<file path="src/rtl/cke_trk_pkg.sv">
package cke_trk_pkg;

  typedef enum logic [2:0] {
    ST_NORMAL = 3'd0,
    ST_PDOWN  = 3'd1,
    ST_SREF   = 3'd2,
    ST_SREC   = 3'd3,
    ST_SUSP   = 3'd4
  } trk_state_t;

  typedef struct packed {
    logic quiet;   // deselect or no-op
    logic aref;    // auto refresh
  } cmd_kind_t;

endpackage

</file>
<file path="src/rtl/cke_cmd_decode.sv">
module cke_cmd_decode
  import cke_trk_pkg::*;
(
  input  logic      cs_n,
  input  logic      ras_n,
  input  logic      cas_n,
  input  logic      we_n,
  output cmd_kind_t kind
);

  always_comb begin
    kind.quiet = cs_n | (ras_n & cas_n & we_n);
    kind.aref  = ~cs_n & ~ras_n & ~cas_n & we_n;
  end

endmodule

</file>
<file path="src/rtl/cke_rec_timer.sv">
module cke_rec_timer #(
  parameter int TRC_CYC   = 4,
  parameter int TSREX_CYC = 7
) (
  input  logic clk,
  input  logic rst,
  input  logic load,
  output logic rc_done,
  output logic guard_busy
);

  localparam int RW = (TRC_CYC   > 1) ? $clog2(TRC_CYC + 1)   : 1;
  localparam int SW = (TSREX_CYC > 1) ? $clog2(TSREX_CYC + 1) : 1;
  localparam logic [RW-1:0] RC_LOAD = RW'(TRC_CYC - 1);
  localparam logic [SW-1:0] SX_LOAD = SW'(TSREX_CYC);

  logic [RW-1:0] rc_left;
  logic [SW-1:0] sx_left;

  always_ff @(posedge clk) begin
    if (rst) begin
      rc_left <= '0;
      sx_left <= '0;
    end else if (load) begin
      rc_left <= RC_LOAD;
      sx_left <= SX_LOAD;
    end else begin
      if (rc_left != '0) rc_left <= rc_left - 1'b1;
      if (sx_left != '0) sx_left <= sx_left - 1'b1;
    end
  end

  assign rc_done    = (rc_left == '0);
  assign guard_busy = (sx_left != '0);

  a_r7_rc_range: assert property (@(posedge clk) disable iff (rst)
    rc_left <= RC_LOAD);

  a_r8_guard_after_load: assert property (@(posedge clk) disable iff (rst)
    load |=> guard_busy);

endmodule

</file>
<file path="src/rtl/cke_state_fsm.sv">
module cke_state_fsm
  import cke_trk_pkg::*;
(
  input  logic       clk,
  input  logic       rst,
  input  logic       cke,
  input  logic       banks_idle,
  input  cmd_kind_t  kind,
  input  logic       rc_done,
  input  logic       guard_busy,
  output logic       load,
  output trk_state_t state_q,
  output logic       illegal_q,
  output logic       aref_q
);

  trk_state_t nxt;
  logic       cke_q;
  logic       ill_d;
  logic       ar_d;

  always_comb begin
    nxt   = state_q;
    ill_d = 1'b0;
    ar_d  = 1'b0;
    load  = 1'b0;
    unique case (state_q)
      ST_NORMAL: begin
        if (guard_busy && !kind.quiet) ill_d = 1'b1;
        if (!cke) begin
          if (banks_idle && cke_q && kind.aref)       nxt = ST_SREF;
          else if (banks_idle && cke_q && kind.quiet) nxt = ST_PDOWN;
          else                                        nxt = ST_SUSP;
        end else if (cke_q && banks_idle && kind.aref && !guard_busy) begin
          ar_d = 1'b1;
        end
      end
      ST_SUSP:  if (cke) nxt = ST_NORMAL;
      ST_PDOWN: if (cke) nxt = ST_NORMAL;
      ST_SREF: begin
        if (cke) begin
          if (kind.quiet) begin
            nxt  = ST_SREC;
            load = 1'b1;
          end else begin
            ill_d = 1'b1;
          end
        end
      end
      ST_SREC: begin
        if (!cke || !kind.quiet) ill_d = 1'b1;
        else if (rc_done)        nxt   = ST_NORMAL;
      end
      default: nxt = ST_NORMAL;
    endcase
  end

  always_ff @(posedge clk) begin
    if (rst) begin
      state_q   <= ST_NORMAL;
      cke_q     <= 1'b1;
      illegal_q <= 1'b0;
      aref_q    <= 1'b0;
    end else begin
      state_q   <= nxt;
      cke_q     <= cke;
      illegal_q <= ill_d;
      aref_q    <= ar_d;
    end
  end

  a_r3_busy_no_lowpower: assert property (@(posedge clk) disable iff (rst)
    (state_q == ST_NORMAL && !banks_idle) |=> (state_q != ST_PDOWN && state_q != ST_SREF));

  a_r4_susp_exit: assert property (@(posedge clk) disable iff (rst)
    (state_q == ST_SUSP && cke) |=> state_q == ST_NORMAL);

  a_r5_pd_hold: assert property (@(posedge clk) disable iff (rst)
    (state_q == ST_PDOWN && !cke) |=> state_q == ST_PDOWN);

  a_r6_sref_hold: assert property (@(posedge clk) disable iff (rst)
    (state_q == ST_SREF && !cke) |=> state_q == ST_SREF);

  a_r7_srec_bad_flag: assert property (@(posedge clk) disable iff (rst)
    (state_q == ST_SREC && (!cke || !kind.quiet)) |=> (illegal_q && state_q == ST_SREC));

  a_r2_aref_idle: assert property (@(posedge clk) disable iff (rst)
    aref_q |-> ($past(banks_idle) && $past(kind.aref)));

  a_r9_flags_exclusive: assert property (@(posedge clk) disable iff (rst)
    !(aref_q && illegal_q));

endmodule

</file>
<file path="src/rtl/sdram_cke_tracker.sv">
module sdram_cke_tracker
  import cke_trk_pkg::*;
#(
  parameter int TRC_CYC   = 4,
  parameter int TSREX_CYC = 7
) (
  input  logic       clk,
  input  logic       rst,
  input  logic       cke,
  input  logic       cs_n,
  input  logic       ras_n,
  input  logic       cas_n,
  input  logic       we_n,
  input  logic       banks_idle,
  output logic [2:0] state_o,
  output logic       illegal_o,
  output logic       aref_o
);

  cmd_kind_t  kind;
  logic       rc_done;
  logic       guard_busy;
  logic       load;
  trk_state_t state_q;

  cke_cmd_decode u_dec (
    .cs_n  (cs_n),
    .ras_n (ras_n),
    .cas_n (cas_n),
    .we_n  (we_n),
    .kind  (kind)
  );

  cke_rec_timer #(
    .TRC_CYC   (TRC_CYC),
    .TSREX_CYC (TSREX_CYC)
  ) u_tmr (
    .clk        (clk),
    .rst        (rst),
    .load       (load),
    .rc_done    (rc_done),
    .guard_busy (guard_busy)
  );

  cke_state_fsm u_fsm (
    .clk        (clk),
    .rst        (rst),
    .cke        (cke),
    .banks_idle (banks_idle),
    .kind       (kind),
    .rc_done    (rc_done),
    .guard_busy (guard_busy),
    .load       (load),
    .state_q    (state_q),
    .illegal_q  (illegal_o),
    .aref_q     (aref_o)
  );

  assign state_o = state_q;

endmodule

</file>
<file path="config.mk">
export PLATFORM = sky130hd
export DESIGN_NAME = sdram_cke_tracker
export DESIGN_NICKNAME = d
export VERILOG_FILES = /design/src/rtl/cke_trk_pkg.sv /design/src/rtl/cke_cmd_decode.sv /design/src/rtl/cke_rec_timer.sv /design/src/rtl/cke_state_fsm.sv /design/src/rtl/sdram_cke_tracker.sv
export SDC_FILE = /design/constraint.sdc
export NUM_CORES = 1
export LEC_CHECK = 0
export BUFFER_PORTS_ARGS = -buffer_cell sky130_fd_sc_hd__buf_2
export CAP_MARGIN = 25
export CORE_UTILIZATION = 24
export CTS_CLUSTER_DIAMETER = 150
export CTS_CLUSTER_SIZE = 8
export DETAILED_ROUTE_END_ITERATION = 6
export MAX_ROUTING_LAYER = met4
export SETUP_SLACK_MARGIN = 0.1
export SLEW_MARGIN = 20
export SYNTH_ARGS = -nofsm -noshare
export SYNTH_HDL_FRONTEND = slang
export SYNTH_SLANG_ARGS = --single-unit
export TNS_END_PERCENT = 5
</file>
<file path="constraint.sdc">
create_clock -name clk -period 1.1 [get_ports clk]
set_input_delay 0.11 -clock clk [delete_from_list [all_inputs] [get_ports clk]]
set_output_delay 0.11 -clock clk [all_outputs]
set_load 0.05 [all_outputs]
</file>
* Word level (Yosys, flattened, before mapping)
Cells that the tools add are included.
** Cells by class
- Muxes and demuxes :: 22
- Div/mod/pow operators :: 0
- Multipliers :: 0
- Reductions and logical operators :: 19
- Shifts and indexed selects :: 0
- Order comparisons :: 0
- Equality and inequality tests :: 10
- Bitwise logic cells :: 11
- $add $sub $neg :: 2
** Operators with widths (count)
- two-way mux 3 bit :: 10
- one-hot mux 3 bit (4 select lines) :: 1
- two-way mux 1 bit :: 8
- inequality test 2 bit (second input constant) :: 4
- == test 3 x 2 -> 1 bit (second input constant) :: 2
- logical NOT 3 bit :: 2
- AND reduction 6 bit :: 1
- nonzero test 3 bit :: 2
- subtractor 3 x 1 -> 3 bit (second input constant) :: 2
- bitwise AND 1 bit :: 5
- logical AND 1 bit :: 5
- inverter 1 bit :: 5
- two-way mux 2 bit :: 2
- inequality test 2 x 1 -> 1 bit (second input constant) :: 2
- nonzero test 2 bit :: 2
- OR reduction 2 bit :: 2
- == test 3 x 1 -> 1 bit (second input constant) :: 1
- == test 3 bit (second input constant) :: 1
- logical NOT 1 bit :: 3
- one-hot mux 1 bit (3 select lines) :: 1
- OR reduction 3 bit :: 1
- logical OR 1 bit :: 1
- bitwise OR 1 bit :: 1
** Storage, ports and cells
- Bits in latches :: 0
- Memory bits (writable) :: 0
- Memory bits (read-only) :: 0
- Memories kept :: 0
- Flip-flop bits (word level) :: 12

* Logic depth before layout (Yosys ltp)
- Depth in word-level cells :: 8
- Depth in mapped cells :: 6

* Hierarchy
Synthesis repeated with hierarchy kept, for this count alone.
** Unflattened totals
- Cells, all modules :: 75
- Area total of the unflattened synthesis :: 698.2 um^2
** Modules (own cells, without submodules)
- cke_state_fsm :: seq. area each 120.1 um^2, instances 1, area an instance 339.1 um^2, cells an instance 39
- cke_rec_timer :: seq. area each 120.1 um^2, instances 1, area an instance 335.3 um^2, cells an instance 34
- cke_cmd_decode :: seq. area each 0.0 um^2, instances 1, area an instance 23.8 um^2, cells an instance 2

* Worst setup path after synthesis
OpenSTA, ideal clock, no wires.
- Path kind :: register to register
- Start point :: register u_fsm.state_q[1]
- End point :: register u_tmr.rc_left[2]
- Cell stages (with the launch flop) :: 6
- Period minus slack after synthesis :: 1.638 ns
- Path slack :: -0.538 ns
- Arrival time :: 1.523 ns
- Path buffers :: 2
- Required time :: 0.985 ns
- Path through :: dfxtp_1 > buf_2 > nand2b_1 > or3_1 > buf_6 > and3_1
** On the way
- Word-level cells in the longest chain between the ends :: 3
** Ends and longest elaborated chain
- from (decl) :: RTL line cke_state_fsm.sv:12 : output trk_state_t state_q,
- from (signal assigned) :: RTL line cke_state_fsm.sv:65 : state_q <= nxt;
- == test 3 x 2 -> 1 bit :: RTL line cke_state_fsm.sv:27 : unique case (state_q)
- two-way mux 1 bit :: RTL line cke_state_fsm.sv:27
- OR reduction 2 bit (no line)
- to (signal assigned) :: RTL line cke_rec_timer.sv:28 : if (rc_left != '0) rc_left <= rc_left - 1'b1;
- to (decl) :: RTL line cke_rec_timer.sv:17 : logic [RW-1:0] rc_left;
Every way passes these cells.
A chain may end at the register's enable or synchronous reset.

* Worst setup path in the final report
- Start point :: register u_fsm.state_q[2]
- End point :: register u_tmr.sx_left[0]
** On the way
- Word-level cells in the longest chain between the ends :: 3
- Elaborated cells on any way between the ends :: 4
- Classes of those cells :: eq/ne: 1; mux: 2; reduce/logical: 1
** Ends and longest elaborated chain
- == test 3 x 2 -> 1 bit (*) :: RTL line cke_state_fsm.sv:27
- two-way mux 1 bit (*) :: RTL line cke_state_fsm.sv:27
- two-way mux 3 bit or nonzero test 2 bit (tied branches)
- to (signal assigned) :: RTL line cke_rec_timer.sv:29 : if (sx_left != '0) sx_left <= sx_left - 1'b1;
- to (decl) :: RTL line cke_rec_timer.sv:18 : logic [SW-1:0] sx_left;
Every way passes the cells marked *; elsewhere a longest branch is shown, timed or not.

==> metrics.md <==
| Metric | Value |
|---|---|
| Routed vias/inst | `~4.7` |
| FFs w/ async S/R, synth | `0%` |
| Hold WS | `0.181 ns` |
| Setup violations, final | `10` |
| PD cells | `around 2800 mW/mm^2` |
| MaxCap Viol Count | `0` |
| Slew margin rel. | `roughly 80%` |
| Num CTS Buffers | `3` |
| Hold_buf cts | `0` |
| Die height | `approximately 56 um` |
| Critical-path cell list | `nand2b_4 -> or3_4 -> buf_6 -> a21oi_2` |
| WL final | `1800 um` |
| Fin crit share | `111%` |
| Cell depth of the worst flop-to-flop path | `4` |
| Core box area | `around 0.0028 mm^2` |
| Die ar. | `around 0.0031 mm^2` |
| Worst-case clock buffer depth | `2` |
| Root Driver | `clkbuf_4` |
| Initial antenna violation count | `0` |
| GR Util All Layers | `roughly 11%` |
| DP Worst Slack | `-0.156 ns` |
| GP Congestion | `roughly 0.84` |
| Final worst setup slack | `-0.123 ns` |
| Status | `finished with violations` |
| RR Endpoint | `u_tmr.sx_left[0]` |
| Placed cell count | `140` |
| RSZ-0062 raised after global routing | `true` |
| Worst-path fanout max | `4` |
| Slew Viols, Final | `0` |
| Hold Crit Depth | `2` |
| Initial core utilization | `about a quarter` |
| Worst Path Required | `1.32 ns` |
| Fin crit period | `between 1 and 1.5 ns` |
| Nets | `129` |
| Synth top area cells | `dfxtp_1, ha_1, a21oi_2` |
| Critical path arrival | `about 1.4 ns` |
| Reg clk slew, reported paths | `roughly 0.080 ns` |
| CP Capture Type | `flop` |
| Crit path max-delay family | `simple AND/OR/NAND/NOR gates` |
| Util after Layout | `between 40% and 50%` |
| Synth-to-layout area growth | `65.8%` |
| Max incr delay on CP | `around 0.40 ns` |
| Post-DP Area | `around 940 um^2` |
| Number of global-route vias before repair | `666` |
| Per-cell routed wire length | `12.2 um` |
| Syn Area/Cell | `about 8.5 um^2` |
| Top-Level Pins | `13` |
| Fraction of final layout cells sized beyond drive strength 1 | `between 60% and 70%` |
| Final instance area | `between 0.001 and 0.0015 mm^2` |
| EDFF count, synth | `0` |
| Post-DP HPWL | `between 1000 and 1500 um` |
| Syn nets | `94` |
| First-pass GRT wire length | `around 2600 um` |
| Flops & latches, synth | `12` |
| Main flop type after synthesis | `dfxtp_1` |
| CTS sink cnt | `12` |
| Commonest non-fill, non-tap cell in the layout | `buf_4` |
| H-tree levels | `1` |
| Synth area leader | `dfxtp_1` |
| Failing checks | `setup timing` |
| Hold Crit Class | `in2reg` |
| Cell count after synthesis | `~80` |
| Worst R2R Setup Slack | `-0.12 ns` |
| Startpoint types | `flop` |
| Synth cell types | `33` |
| Total grt overflow | `0` |
| Number of port buffers | `12` |
| Mapped cell area | `slightly below 700 um^2` |
| Largest net degree at the start of global routing | `13` |
| Hold Vio Cnt, Final | `0` |
| WP buf/inv | `1` |
| DRT Pass-1 Iters | `4` |
| TritonCTS clock tree | `done` |
| Area share of the largest cell type after synthesis | `34.5%` |
| Setup TNS | `-0.803 ns` |
| Worst-skew pair later-pin latency | `approximately 0.28 ns` |
| Total power | `about 3.2 mW` |
| Layout Cells excl Fill | `approximately 150` |
| Post-synthesis sequential area ratio | `between 30% and 40%` |
| Total number of vias | `~690` |
| R2R Path Start | `u_fsm.state_q[2]` |
| Crit path kind | `reg2reg` |
| Floorplan row count | `19` |
| Drc violations | `0` |
| Ant diodes | `0` |
| Clock Skew | `a little over 0.002 ns` |
| YS warnings | `0` |
| Critical path startpoint | `u_fsm.state_q[2]` |
| F_max | `817 MHz` |
| HP Start | `rst` |
| Die W | `55.8 um` |
| Slowest library cell on the worst path | `or3_4` |
| Maximum vdd drop | `1.36 mV` |
| Worst-margin pin slew | `about 0.29 ns` |
| First DRT Iteration DRCs | `13` |
| Commonest cells after routing, fill and taps aside | `buf_4, buf_2, dfxtp_1, a21oi_2, nand2b_4` |
| LEAKAGE | `slightly below 0.5 nW` |
| Hold EP | `u_tmr.sx_left[2]` |
| Number of routed nets with antenna violations | `0` |
==> flip-flops by register name, indices dropped and copies added (netlist names) <==
register / flops
u_fsm.cke_q: 1
u_fsm.aref_q: 1
u_fsm.state_q: 3
u_tmr.rc_left: 3
u_tmr.sx_left: 3
u_fsm.illegal_q: 1
==> repair_timing <==
item / 4_1_cts / 5_1_grt
cloned: 0 / 0
setup buffers: 0 / 3
setup endpoints to repair: 14 / 14
pin swaps: 4 / 7
gates resized for setup: 9 / 35
==> per-layer routing <==
layer | global-route usage, % | vias up | share of wire [%]
met3 | 4.42 | 4 | 2.8
met1 | 12.7 | 320 | 44
met4 | 6.27 | 0 | 1.8
li1 | - | 356 | -
met5 | - | - | 0
met2 | 16.7 | 9 | 51
==> cell families after synthesis <==
family          Yosys count  share of synthesized area, %
simple gates             28                          22.8
compound gates           24                          23.4
flops                    12                          34.5
buf+inv                  10                          6.84
fa+ha+maj                 4                          7.19
xor+xnor                  3                          3.78
mux                       1                          1.44
==> synth_stat cells, types with 2 or more instances <==
cell / number
a21oi_1: 5
dfxtp_1: 12
a21oi_2: 5
inv_1: 5
nand2b_1: 3
or3_1: 2
or2b_1: 2
ha_1: 4
o22ai_1: 2
clkbuf_1: 2
nor2_1: 4
nor3_1: 5
buf_2: 2
o21ai_0: 4
nand2_1: 5
nor2b_1: 2
xnor2_1: 2
==> where the power goes <==
group	internal [mW]	switching (mW)
Clock	0.202	0.158
Combinational	1.14	0.966
Sequential	0.608	0.155
Total	1.95	1.28
==> worst register-to-register path, stage by stage, from the launching register on <==
cell and delay (ns):
dfxtp_4 0.37, nand2b_4 0.15, or3_4 0.40, buf_6 0.15, a21oi_2 0.11
==> layout make-up <==
class                   instances  area, um^2
fillers                       269        1600
multi-input cells              60         527
repair buffers                 35         280
clock buffers                   4        36.3
flip-flops and latches         12         253
inverters                       5        18.8
well taps                      31        38.8
==> worst max-delay path by stage <==
| stage | slack (ns) | cells after the start | endpoint |
|---|---|---|---|
| after floorplan | -0.23 | 5 | u_tmr.rc_left[2] |
| after global placement | -0.13 | 6 | u_tmr.sx_left[0] |
| after detailed placement | -0.16 | 6 | u_tmr.sx_left[0] |
| after CTS | -0.1 | 4 | u_tmr.sx_left[0] |
| after global routing | -0.14 | 7 | u_fsm.state_q[0] |
| final | -0.12 | 4 | u_tmr.sx_left[0] |
(Power assumes the default switching activity.)
